File: src/rtl/gprf_pkg.sv
package gprf_pkg;

  typedef enum logic [2:0] {
    BK_USR = 3'd0,
    BK_FIQ = 3'd1,
    BK_IRQ = 3'd2,
    BK_SVC = 3'd3,
    BK_ABT = 3'd4,
    BK_UND = 3'd5,
    BK_DUM = 3'd6
  } bank_e;

  localparam int NUM_BANKS = 7;
  localparam int NUM_GPR   = 16;
  localparam int ADDR_W    = $clog2(NUM_GPR);
  localparam int MODE_W    = 5;

  // r8..r12: banked only by fast-interrupt (and dummy) banks
  localparam int LO_FIRST  = 8;
  localparam int LO_CNT    = 5;
  localparam int LO_IDX_W  = $clog2(LO_CNT);
  // r13..r14: banked by every bank
  localparam int HI_FIRST  = 13;
  localparam int HI_CNT    = 2;
  localparam int HI_IDX_W  = $clog2(HI_CNT);

  localparam logic [MODE_W-1:0] MODE_AT_RESET = 5'b10011;

  typedef enum logic [1:0] {
    DSEL_LIVE = 2'd0,
    DSEL_LO   = 2'd1,
    DSEL_HI   = 2'd2
  } dbg_sel_e;

endpackage

File: src/rtl/gprf_mode_map.sv
module gprf_mode_map
  import gprf_pkg::*;
(
  input  logic [MODE_W-1:0] mode,
  output bank_e             bank
);

  always_comb begin
    unique case (mode)
      5'd0,  5'd16: bank = BK_USR;
      5'd1,  5'd17: bank = BK_FIQ;
      5'd2,  5'd18: bank = BK_IRQ;
      5'd3,  5'd19: bank = BK_SVC;
      5'd23:        bank = BK_ABT;
      5'd27:        bank = BK_UND;
      5'd31:        bank = BK_USR;   // system shares user storage
      default:      bank = BK_DUM;
    endcase
  end

endmodule

File: src/rtl/gprf_shadow.sv
module gprf_shadow #(
  parameter int DATA_W = 32,
  parameter int CNT    = 2,
  parameter int IDX_W  = (CNT > 1) ? $clog2(CNT) : 1
) (
  input  logic                        clk,
  input  logic                        rst,
  input  logic                        save_en,
  input  logic                        clr,
  input  logic [CNT-1:0][DATA_W-1:0]  save_d,
  input  logic                        wr_en,
  input  logic [IDX_W-1:0]            wr_idx,
  input  logic [DATA_W-1:0]           wr_d,
  output logic [CNT-1:0][DATA_W-1:0]  q
);

  always_ff @(posedge clk) begin
    if (rst || clr) begin
      q <= '0;
    end else if (save_en) begin
      q <= save_d;
    end else if (wr_en && (32'(wr_idx) < CNT)) begin
      q[wr_idx] <= wr_d;
    end
  end

  // a cleared shadow reads zero afterwards
  p_clear_zero_r9: assert property (@(posedge clk) disable iff (rst)
    clr |=> (q == '0));

  // a save captures the departing live values
  p_save_capture_r5: assert property (@(posedge clk) disable iff (rst)
    (save_en && !clr) |=> (q == $past(save_d)));

endmodule

File: src/rtl/banked_gpr_file.sv
module banked_gpr_file
  import gprf_pkg::*;
#(
  parameter int DATA_W = 32
) (
  input  logic                 clk,
  input  logic                 rst,
  input  logic [4:0]           mode_i,
  output logic [4:0]           cur_mode_o,
  input  logic [3:0]           rd_a_addr,
  output logic [DATA_W-1:0]    rd_a_data,
  input  logic [3:0]           rd_b_addr,
  output logic [DATA_W-1:0]    rd_b_data,
  input  logic                 wr_en,
  input  logic [3:0]           wr_addr,
  input  logic [DATA_W-1:0]    wr_data,
  input  logic                 dbg_we,
  input  logic [4:0]           dbg_mode,
  input  logic [3:0]           dbg_addr,
  input  logic [DATA_W-1:0]    dbg_wdata,
  output logic [DATA_W-1:0]    dbg_rdata
);

  typedef logic [LO_CNT-1:0][DATA_W-1:0] lo_vec_t;
  typedef logic [HI_CNT-1:0][DATA_W-1:0] hi_vec_t;

  logic [DATA_W-1:0] rf_q [NUM_GPR];
  logic [DATA_W-1:0] rf_d [NUM_GPR];
  logic [MODE_W-1:0] mode_q;

  bank_e old_bk, new_bk, dbg_bk;
  logic  chg, swap;

  lo_vec_t live_lo;
  hi_vec_t live_hi;
  lo_vec_t lo_q [NUM_BANKS];
  hi_vec_t hi_q [NUM_BANKS];

  logic [NUM_BANKS-1:0] lo_save, hi_save, bank_clr, lo_wr, hi_wr;

  dbg_sel_e              dsel;
  bank_e                 dsh_bk;
  logic                  dbg_ok, dbg_is_lo, dbg_is_hi;
  logic [LO_IDX_W-1:0]   lo_idx;
  logic [HI_IDX_W-1:0]   hi_idx;

  // ---------------- bank decode ----------------
  gprf_mode_map u_map_cur (.mode(mode_q),   .bank(old_bk));
  gprf_mode_map u_map_new (.mode(mode_i),   .bank(new_bk));
  gprf_mode_map u_map_dbg (.mode(dbg_mode), .bank(dbg_bk));

  assign chg  = (mode_i != mode_q);
  assign swap = chg && (old_bk != new_bk);

  always_comb begin
    for (int i = 0; i < LO_CNT; i++) live_lo[i] = rf_q[LO_FIRST+i];
    for (int i = 0; i < HI_CNT; i++) live_hi[i] = rf_q[HI_FIRST+i];
  end

  // ---------------- save / clear control ----------------
  always_comb begin
    lo_save  = '0;
    hi_save  = '0;
    bank_clr = '0;
    if (swap) begin
      unique case (old_bk)
        BK_FIQ: begin
          lo_save[BK_FIQ] = 1'b1;
          hi_save[BK_FIQ] = 1'b1;
        end
        BK_DUM: bank_clr[BK_DUM] = 1'b1;
        default: begin
          hi_save[old_bk] = 1'b1;
          if (new_bk == BK_FIQ) lo_save[BK_USR] = 1'b1;
        end
      endcase
    end
  end

  // ---------------- debug routing ----------------
  assign dbg_ok    = dbg_we && !chg;
  assign dbg_is_lo = (dbg_addr >= ADDR_W'(LO_FIRST)) && (dbg_addr < ADDR_W'(HI_FIRST));
  assign dbg_is_hi = (dbg_addr >= ADDR_W'(HI_FIRST)) && (dbg_addr < ADDR_W'(HI_FIRST + HI_CNT));
  assign lo_idx    = LO_IDX_W'(dbg_addr - ADDR_W'(LO_FIRST));
  assign hi_idx    = HI_IDX_W'(dbg_addr - ADDR_W'(HI_FIRST));

  always_comb begin
    dsel   = DSEL_LIVE;
    dsh_bk = dbg_bk;
    if (dbg_bk != old_bk) begin
      if (dbg_is_hi) begin
        dsel = DSEL_HI;
      end else if (dbg_is_lo) begin
        if (dbg_bk == BK_FIQ || dbg_bk == BK_DUM) begin
          dsel = DSEL_LO;
        end else if (old_bk == BK_FIQ) begin
          dsel   = DSEL_LO;
          dsh_bk = BK_USR;
        end
      end
    end
  end

  always_comb begin
    lo_wr = '0;
    hi_wr = '0;
    if (dbg_ok && dsel == DSEL_LO) lo_wr[dsh_bk] = 1'b1;
    if (dbg_ok && dsel == DSEL_HI) hi_wr[dsh_bk] = 1'b1;
  end

  always_comb begin
    unique case (dsel)
      DSEL_LO: dbg_rdata = lo_q[dsh_bk][lo_idx];
      DSEL_HI: dbg_rdata = hi_q[dsh_bk][hi_idx];
      default: dbg_rdata = rf_q[dbg_addr];
    endcase
  end

  // ---------------- shadow storage per bank ----------------
  for (genvar b = 0; b < NUM_BANKS; b++) begin : g_bank
    gprf_shadow #(.DATA_W(DATA_W), .CNT(HI_CNT)) u_hi (
      .clk    (clk),
      .rst    (rst),
      .save_en(hi_save[b]),
      .clr    (bank_clr[b]),
      .save_d (live_hi),
      .wr_en  (hi_wr[b]),
      .wr_idx (hi_idx),
      .wr_d   (dbg_wdata),
      .q      (hi_q[b])
    );
    if (b == int'(BK_USR) || b == int'(BK_FIQ) || b == int'(BK_DUM)) begin : g_lo
      gprf_shadow #(.DATA_W(DATA_W), .CNT(LO_CNT)) u_lo (
        .clk    (clk),
        .rst    (rst),
        .save_en(lo_save[b]),
        .clr    (bank_clr[b]),
        .save_d (live_lo),
        .wr_en  (lo_wr[b]),
        .wr_idx (lo_idx),
        .wr_d   (dbg_wdata),
        .q      (lo_q[b])
      );
    end else begin : g_no_lo
      assign lo_q[b] = '0;
    end
  end

  // ---------------- live register next state ----------------
  always_comb begin
    for (int i = 0; i < NUM_GPR; i++) rf_d[i] = rf_q[i];
    if (swap) begin
      unique case (new_bk)
        BK_FIQ: begin
          for (int i = 0; i < LO_CNT; i++) rf_d[LO_FIRST+i] = lo_q[BK_FIQ][i];
          for (int i = 0; i < HI_CNT; i++) rf_d[HI_FIRST+i] = hi_q[BK_FIQ][i];
        end
        BK_DUM: begin
          for (int i = 0; i < LO_CNT; i++) rf_d[LO_FIRST+i] = '0;
          for (int i = 0; i < HI_CNT; i++) rf_d[HI_FIRST+i] = '0;
        end
        default: begin
          if (old_bk == BK_FIQ) begin
            for (int i = 0; i < LO_CNT; i++) rf_d[LO_FIRST+i] = lo_q[BK_USR][i];
          end
          for (int i = 0; i < HI_CNT; i++) rf_d[HI_FIRST+i] = hi_q[new_bk][i];
        end
      endcase
    end
    if (wr_en) rf_d[wr_addr] = wr_data;
    if (dbg_ok && dsel == DSEL_LIVE) rf_d[dbg_addr] = dbg_wdata;
  end

  always_ff @(posedge clk) begin
    if (rst) begin
      for (int i = 0; i < NUM_GPR; i++) rf_q[i] <= '0;
      mode_q <= MODE_AT_RESET;
    end else begin
      for (int i = 0; i < NUM_GPR; i++) rf_q[i] <= rf_d[i];
      mode_q <= mode_i;
    end
  end

  assign cur_mode_o = mode_q;
  assign rd_a_data  = rf_q[rd_a_addr];
  assign rd_b_data  = rf_q[rd_b_addr];

  // ---------------- properties ----------------
  // the mode register follows a requested change
  p_mode_follow_r4: assert property (@(posedge clk) disable iff (rst)
    chg |=> (mode_q == $past(mode_i)));

  // entering fast-interrupt loads r8 from its shadow
  p_fiq_load_r5: assert property (@(posedge clk) disable iff (rst)
    (swap && new_bk == BK_FIQ && !wr_en) |=> (rf_q[LO_FIRST] == $past(lo_q[BK_FIQ][0])));

  // going into fast-interrupt parks r8 in the user shadow
  p_user_park_r6: assert property (@(posedge clk) disable iff (rst)
    (swap && new_bk == BK_FIQ && old_bk != BK_DUM) |=> (lo_q[BK_USR][0] == $past(rf_q[LO_FIRST])));

  // same-bank change leaves r13 untouched
  p_same_bank_r8: assert property (@(posedge clk) disable iff (rst)
    (chg && !swap && !wr_en) |=> (rf_q[HI_FIRST] == $past(rf_q[HI_FIRST])));

  // entering the dummy bank zeroes r14
  p_dummy_zero_r9: assert property (@(posedge clk) disable iff (rst)
    (swap && new_bk == BK_DUM && !wr_en) |=> (rf_q[HI_FIRST+1] == '0));

  // a write alongside a bank swap lands in the new view
  p_swap_write_r10: assert property (@(posedge clk) disable iff (rst)
    (swap && wr_en) |=> (rf_q[$past(wr_addr)] == $past(wr_data)));

endmodule

File: config.mk
export PLATFORM = sky130hd
export DESIGN_NAME = banked_gpr_file
export DESIGN_NICKNAME = d
export VERILOG_FILES = /design/src/rtl/gprf_pkg.sv /design/src/rtl/gprf_mode_map.sv /design/src/rtl/gprf_shadow.sv /design/src/rtl/banked_gpr_file.sv
export SDC_FILE = /design/constraint.sdc
export NUM_CORES = 2
export LEC_CHECK = 0
export BUFFER_PORTS_ARGS = -buffer_cell sky130_fd_sc_hd__buf_2
export CELL_PAD_IN_SITES_DETAIL_PLACEMENT = 1
export CELL_PAD_IN_SITES_GLOBAL_PLACEMENT = 1
export CORE_ASPECT_RATIO = 1.2
export CORE_MARGIN = 4
export CORE_UTILIZATION = 46
export CTS_CLUSTER_DIAMETER = 200
export DETAILED_ROUTE_END_ITERATION = 16
export GPL_ROUTABILITY_DRIVEN = 0
export PLACE_DENSITY_LB_ADDON = 0.1
export SYNTH_ARGS = -nofsm -noshare
export SYNTH_HDL_FRONTEND = slang
export SYNTH_SLANG_ARGS = --single-unit
File: constraint.sdc
create_clock -name clk -period 4.5 [get_ports clk]
set_input_delay 0.225 -clock clk [delete_from_list [all_inputs] [get_ports clk]]
set_output_delay 0.225 -clock clk [all_outputs]
set_load 0.1 [all_outputs]
; ---- After elaboration in Yosys (flattened, before gate mapping)
; Memory sizes are Yosys's and may differ from the RTL's. A register that Yosys moved wholly into a read port is not among the register bits.
; Cells that the tools add are included.
[word_totals]
ff_bits = 933
mem_bits_rw = 512
rom_bits = 288
elab_cells = 219
n_memories = 4
[memory_table]
columns = name, depth, word_bits, read_ports, rd_ports_with_merged_regs, wr, line
row1 = rf_q, 16, 32, 19, 0, 16, banked_gpr_file.sv:27  ; logic [DATA_W-1:0] rf_q [NUM_GPR];
row2 = (no name shown), 32, 3, 1, 1, 0, gprf_mode_map.sv:9  ; unique case (mode)
row3 = (no name shown), 32, 3, 1, 0, 0, gprf_mode_map.sv:9
row4 = (no name shown), 32, 3, 1, 0, 0, gprf_mode_map.sv:9
[classes]
add_sub_neg = 2
n_lt_le_gt_ge = 19
n_eq_ne = 11
mux = 103
bitwise = 20
reduce_logical = 30
[op_table]
columns = op, n
row1 = two-way mux 64 bit, 18
row2 = two-way mux 160 bit, 7
row3 = bitwise mux 512 bit, 2
row4 = two-way mux 512 bit, 2
row5 = two-way mux 32 bit, 23
row6 = binary-select mux 160 bit (select 3 bit), 1
row7 = bitwise mux 160 bit, 3
row8 = bitwise mux 64 bit, 7
row9 = one-hot mux 224 bit (2 select lines), 1
row10 = binary-select mux 64 bit (select 3 bit), 2
row11 = demux 32 bit (select 4 bit), 2
row12 = two-way mux 224 bit, 1
row13 = binary-select mux 32 bit (select 3 bit), 1
row14 = demux 32 bit (select 3 bit), 1
row15 = one-hot mux 32 bit (2 select lines), 1
row16 = demux 32 bit (select 1 bit), 1
row17 = two-way mux 7 bit, 3
row18 = nonzero test 2 bit, 9
row19 = greater-or-equal comparator 4 bit (second input constant), 4
row20 = logical AND 1 bit, 16
row21 = OR 1 bit, 16
row22 = two-way mux 3 bit, 5
row23 = two-way mux 1 bit, 14
row24 = < comparator 3 x 4 -> 1 bit (second input constant), 3
row25 = 25 further kinds, 42

; ---- Logic depth before layout (Yosys ltp)
; An unclocked memory read counts as a cell.
[logic_depth]
word_depth = 15
mapped_depth = 13
mapped_depth_nobuf = 7

; ---- Hierarchy
; Synthesis repeated with hierarchy kept, for this count alone.
[hier_totals]
cells_unflattened = 10556
hier_area_um2 = 94018.9
[modules_own_cells]
columns = module, instances, cells_each, area_each_um2
row1 = banked_gpr_file, 1, 5668, 49437.4
row2 = gprf_shadow (g_bank[0].u_hi ...), 7, 367, 3223.1
row3 = gprf_shadow (g_bank[0].g_lo.u_lo ...), 3, 765, 7290.7
row4 = gprf_mode_map (u_map_cur ...), 2, 8, 48.8
row5 = gprf_mode_map (u_map_new), 1, 8, 50.0

; ---- Worst setup path before layout
; No wires, ideal clock.
[synth_path]
path_type = register -> output
start = reg, netlist name u_map_cur.bank[2]
end = out dbg_rdata[10]
t_arrival_ns = 5.508
t_required_ns = 4.275
path_slack_ns = -1.233
stages_incl_launch_ff = 11
n_path_buf = 3
cell_sequence = dfxtp_1 > clkbuf_1 > or3b_1 > nor4_4 > nor3_2 > buf_2 > buf_2 > nand2_1 > nand3_1 > o21ai_0 > o311ai_0
[synth_via]
elab_chain_len = 13
[synth_lines]
columns = item, line
row1 = equality test 3 x 1 -> 1 bit, banked_gpr_file.sv:96  ; end else if (old_bk == BK_FIQ) begin
row2 = two-way mux 3 bit, banked_gpr_file.sv:96
row3 = two-way mux 3 bit, banked_gpr_file.sv:94  ; if (dbg_bk == BK_FIQ || dbg_bk == BK_DUM) begin
row4 = two-way mux 3 bit, banked_gpr_file.sv:93  ; end else if (dbg_is_lo) begin
row5 = two-way mux 3 bit, banked_gpr_file.sv:91  ; if (dbg_is_hi) begin
row6 = two-way mux 3 bit, banked_gpr_file.sv:90  ; if (dbg_bk != old_bk) begin
row7 = inverter 3 -> 4 bit (implied by the code), "banked_gpr_file.sv:113, banked_gpr_file.sv:114"
row8 = binary-select mux 160 bit (select 3 bit) or binary-select mux 64 bit (select 3 bit) (tied branches), "banked_gpr_file.sv:113, banked_gpr_file.sv:114"
row9 = two-way mux 160 bit (implied by the code) or two-way mux 64 bit (tied branches) (2 in series), "banked_gpr_file.sv:113, banked_gpr_file.sv:114"
row10 = binary-select mux 32 bit (select 3 bit) or two-way mux 32 bit (tied branches), "banked_gpr_file.sv:113, banked_gpr_file.sv:114"
row11 = "two-way mux 32 bit, on equally long branches", "banked_gpr_file.sv:113, banked_gpr_file.sv:114"
row12 = one-hot mux 32 bit (2 select lines) (*), banked_gpr_file.sv:112  ; unique case (dsel)
row13 = end: declaration, banked_gpr_file.sv:21  ; output logic [DATA_W-1:0] dbg_rdata
; Every way passes the cells marked *; elsewhere a longest branch is shown, timed or not. The select of a mux whose other input is x is not followed.

; ---- Final worst setup path
[layout_path]
start = reg, netlist name u_map_cur.bank[2]
end = out dbg_rdata[16]
[layout_via]
elab_chain_len = 13
[layout_lines]
columns = item, line
row1 = equality test 3 x 1 -> 1 bit, banked_gpr_file.sv:96
row2 = two-way mux 3 bit, banked_gpr_file.sv:96
row3 = two-way mux 3 bit, banked_gpr_file.sv:94
row4 = two-way mux 3 bit, banked_gpr_file.sv:93
row5 = two-way mux 3 bit, banked_gpr_file.sv:91
row6 = two-way mux 3 bit, banked_gpr_file.sv:90
row7 = inverter 3 -> 4 bit (implied by the code), "banked_gpr_file.sv:113, banked_gpr_file.sv:114"
row8 = binary-select mux 160 bit (select 3 bit) or binary-select mux 64 bit (select 3 bit) (tied branches), "banked_gpr_file.sv:113, banked_gpr_file.sv:114"
row9 = two-way mux 160 bit (implied by the code) or two-way mux 64 bit (tied branches) (2 in series), "banked_gpr_file.sv:113, banked_gpr_file.sv:114"
row10 = binary-select mux 32 bit (select 3 bit) or two-way mux 32 bit (tied branches), "banked_gpr_file.sv:113, banked_gpr_file.sv:114"
row11 = "two-way mux 32 bit, on equally long branches", "banked_gpr_file.sv:113, banked_gpr_file.sv:114"
row12 = one-hot mux 32 bit (2 select lines) (*), banked_gpr_file.sv:112
; Marks and branches as above.

==> impl_metrics.csv <==
group,metric,value,unit
run_status,outcome,"completed",
setup_path,end_kind,"output port",
drt,drc,0,
sta,setup_violations,0,
drt,dr.pass1.iters,8,
setup_path,r2r_start,"cur_mode_o[1]",
logic_synthesis,async_reset_ff_frac,0,
global_route,antenna_found_initial,50,
sta,fin_crit,4.48,ns
floorplanning,num_rows,175,
global_route,grt_usage,0.450,
clock_tree,cts.htree.levels,4,
layout,drive_above_1_share,0.154,
setup_path,critPathKind,"reg -> out",
power,irDropWorstVdd,0.453,mV
setup_path,crit_start,"u_map_cur.bank[2]",
logic_synthesis,ys_seq_area_frac,0.330,
setup_path,cp.required,4.28,ns
logic_synthesis,synth_cell_types,75,
logic_synthesis,netlist_instances,10400,
setup_path,crit_end,"dbg_rdata[16]",
clock_tree,clk_latency,0.83,ns
logic_synthesis,syn_nets,10500,
floorplanning,die_x,407,µm
sta,fin_crit_sh,0.996,
setup_path,startpoint_type,"register",
global_route,grt_max_degree,176,
place,place_area,91400,µm²
clock_tree,cts_root_buf,"clkbuf_16",
layout,final_area,97900,µm²
drt,routed_wl,461000,µm
floorplanning,start_util,0.463,
sta,maxSlewViolCount,0,
floorplanning,ios,195,
run,maxCapViolations,0,
sta,rsz0062_at_grt,"no",
floorplanning,die_h,486,µm
setup_path,worstPathArrival,4.26,ns
logic_synthesis,ys_ff_latch,1448,
sta,relSlewSlack,0.136,
global_route,grt-ovfl-total,0,
power,powerDensity,339,nW/µm²
layout,nFillCells,21700,
hold_path,min_path_type,"in -> reg",
place,hpwl,305000,µm
floorplanning,coreArea,190000,µm²
power,p_leak,0.0350,µW
drt,drt_iter0_markers,13200,
clock_tree,clkTransAtPathRegs,0.06,ns
setup_path,r2r_end,"rf_q[14][10]",
drt,wl_per_cell,36.7,µm
drt,drtAntennaViolNets,0,
setup_path,r2r_cells,9,
layout,area_growth,11.6,%
clock_tree,cts_max_path_buffers,3,
layout,final_nets,10000,
global_route,grt_pass1_vias,91000,
global_route,grt_pass1_wl,658000,µm
clock_tree,cts_tree,"built",
place,dp.cells,12100,
layout,fin_cells,12500,
sta,fmax,223,MHz
logic_synthesis,syn_area,87700,µm²
sta,hold_violations,0,
place,portBuffers,194,
drt,num_vias,92800,
clock_tree,cts_buffers,163,
logic_synthesis,yosysWarnings,0,
logic_synthesis,synth-edff-count,0,
setup_path,rrSetupSlack,0.48,ns
sta,finalHoldWorstSlack,0.0684,ns
sta,worst_slew_pin_slew,1.29,ns
logic_synthesis,syn_area_per_cell,8.43,µm²
setup_path,worst-path-max-fanout,32,
floorplanning,dieArea,198000,µm²
clock_tree,cts_sinks,1448,
logic_synthesis,synth_top_flop_cell,"dfxtp_1",
sta,finClkSkew,0.0171,ns
sta,fin_tns_setup,0,ns
drt,viasPerCell,7.40,
==> worst min-delay path by stage <==
stage / depth (start not counted) / end / startpoint / slack, ns
6_report: 4 / g_bank[6].u_hi.q[21] / dbg_wdata[21] / 0.07
2_1_floorplan: 1 / cur_mode_o[0] / mode_i[0] / 0.33
5_1_grt: 4 / g_bank[6].u_hi.q[21] / dbg_wdata[21] / 0.06
3_3_place_gp: 2 / g_bank[6].g_lo.u_lo.q[25] / g_bank[6].g_lo.u_lo.q[25] / 0.44
4_1_cts: 3 / rf_q[13][8] / wr_data[8] / 0.004
3_5_place_dp: 2 / g_bank[6].g_lo.u_lo.q[29] / g_bank[6].g_lo.u_lo.q[29] / 0.45
==> power by group <==
| group | switching [µW] | total [µW] | internal, µW |
|---|---|---|---|
| registers | 461 | 13600 | 13200 |
| clock network | 6050 | 14200 | 8100 |
| logic | 3890 | 5430 | 1540 |
==> stage by stage <==
| stage | total power (µW) | setup slack [ns] | util |
|---|---|---|---|
| 2_1_floorplan | 16800 | 0.865 | - |
| 3_3_place_gp | 18900 | 0.375 | 0.482 |
| 5_1_grt | 33800 | 0.00332 | 0.516 |
| 3_5_place_dp | 19000 | 0.238 | 0.482 |
| 4_1_cts | 32900 | 0.0271 | 0.516 |
| 6_report | 33200 | 0.0188 | 0.516 |
==> routing by layer <==
metal	GRT usage	wire [µm]	vias to the layer above
met5	0	322	-
met4	0.220	26600	38
met3	0.157	65400	1518
met2	0.648	192000	6812
met1	0.598	176000	46800
li1	-	-	37600
==> sequential cells by signal (all words and copies together), names as in the netlist <==
register / flops
rf_q: 512
g_bank.g_lo.u_lo.q: 480
u_map_cur.bank: 3
cur_mode_o: 5
g_bank.u_hi.q: 448
==> cell usage after synthesis, types with 116 or more instances <==
cell      count  area, µm²
nand3_1     242       1210
buf_2       173        866
nor3_1      189        946
clkbuf_1    974       3660
mux4_2      480      10800
a21oi_1     622       3110
buf_1       129        484
a211oi_1    583       4380
o22ai_1     162       1010
mux2i_1     684       6850
or3_1       133        832
a221oi_1    172       1510
a311oi_1    320       2800
nand2_1    1461       5480
a221o_1     116       1160
nor2_1     1463       5490
a22o_1      161       1410
dfxtp_1    1448      29000
==> area by class of cell <==
cell class | instances | area, µm² | area share
tap | 2478 | 3100 | 0.0317
clock inverter | 38 | 412 | 0.00420
timing repair buffer | 664 | 6010 | 0.0614
sequential | 1448 | 29000 | 0.296
multi-input combinational | 7574 | 54100 | 0.552
antenna | 23 | 57.6 | 0.000588
clock buffer | 256 | 5030 | 0.0514
inverter | 67 | 251 | 0.00257
==> layout by cell type, fill, tap and decap left out, types with 226 or more instances in the layout <==
master,n
a211oi_1,582
nand2_1,1440
a21oi_1,611
nand3_1,226
buf_4,342
mux2i_1,684
nor2_1,1442
mux4_2,480
dfxtp_1,1445
a311oi_1,319
==> cell families (layout without fill, tap and decap cells) <==
kind of cell	after synthesis	count (layout)	share of synthesized area
AO/OA/AOI/OAI	2619	2619	0.220
XOR/XNOR	9	9	0.000984
buffers and inverters	1378	1025	0.0637
flip-flops	1448	1448	0.330
multiplexers	1176	1176	0.203
other	0	23	0
AND/OR/NAND/NOR	3769	3770	0.182
==> repair_timing <==
item,CTS,global route
resized for setup,35,5
hold buffers,63,0
endpoints found under the hold margin,403,0
setup buffers,14,3
cloned,1,1
pin swaps,9,4
setup endpoints to repair,32,14
==> worst max-delay path: stages (launching register included) <==
cell and delay [ns]:
dfxtp_2 0.49, nor3b_4 0.09, a211oi_2 0.42, nand2b_1 0.34, a211o_2 0.19, buf_12 0.24
nor2_1 0.09, a21oi_1 0.46, nand4_1 0.65, buf_12 0.40
No activity file was read; power rests on OpenSTA's default activity.
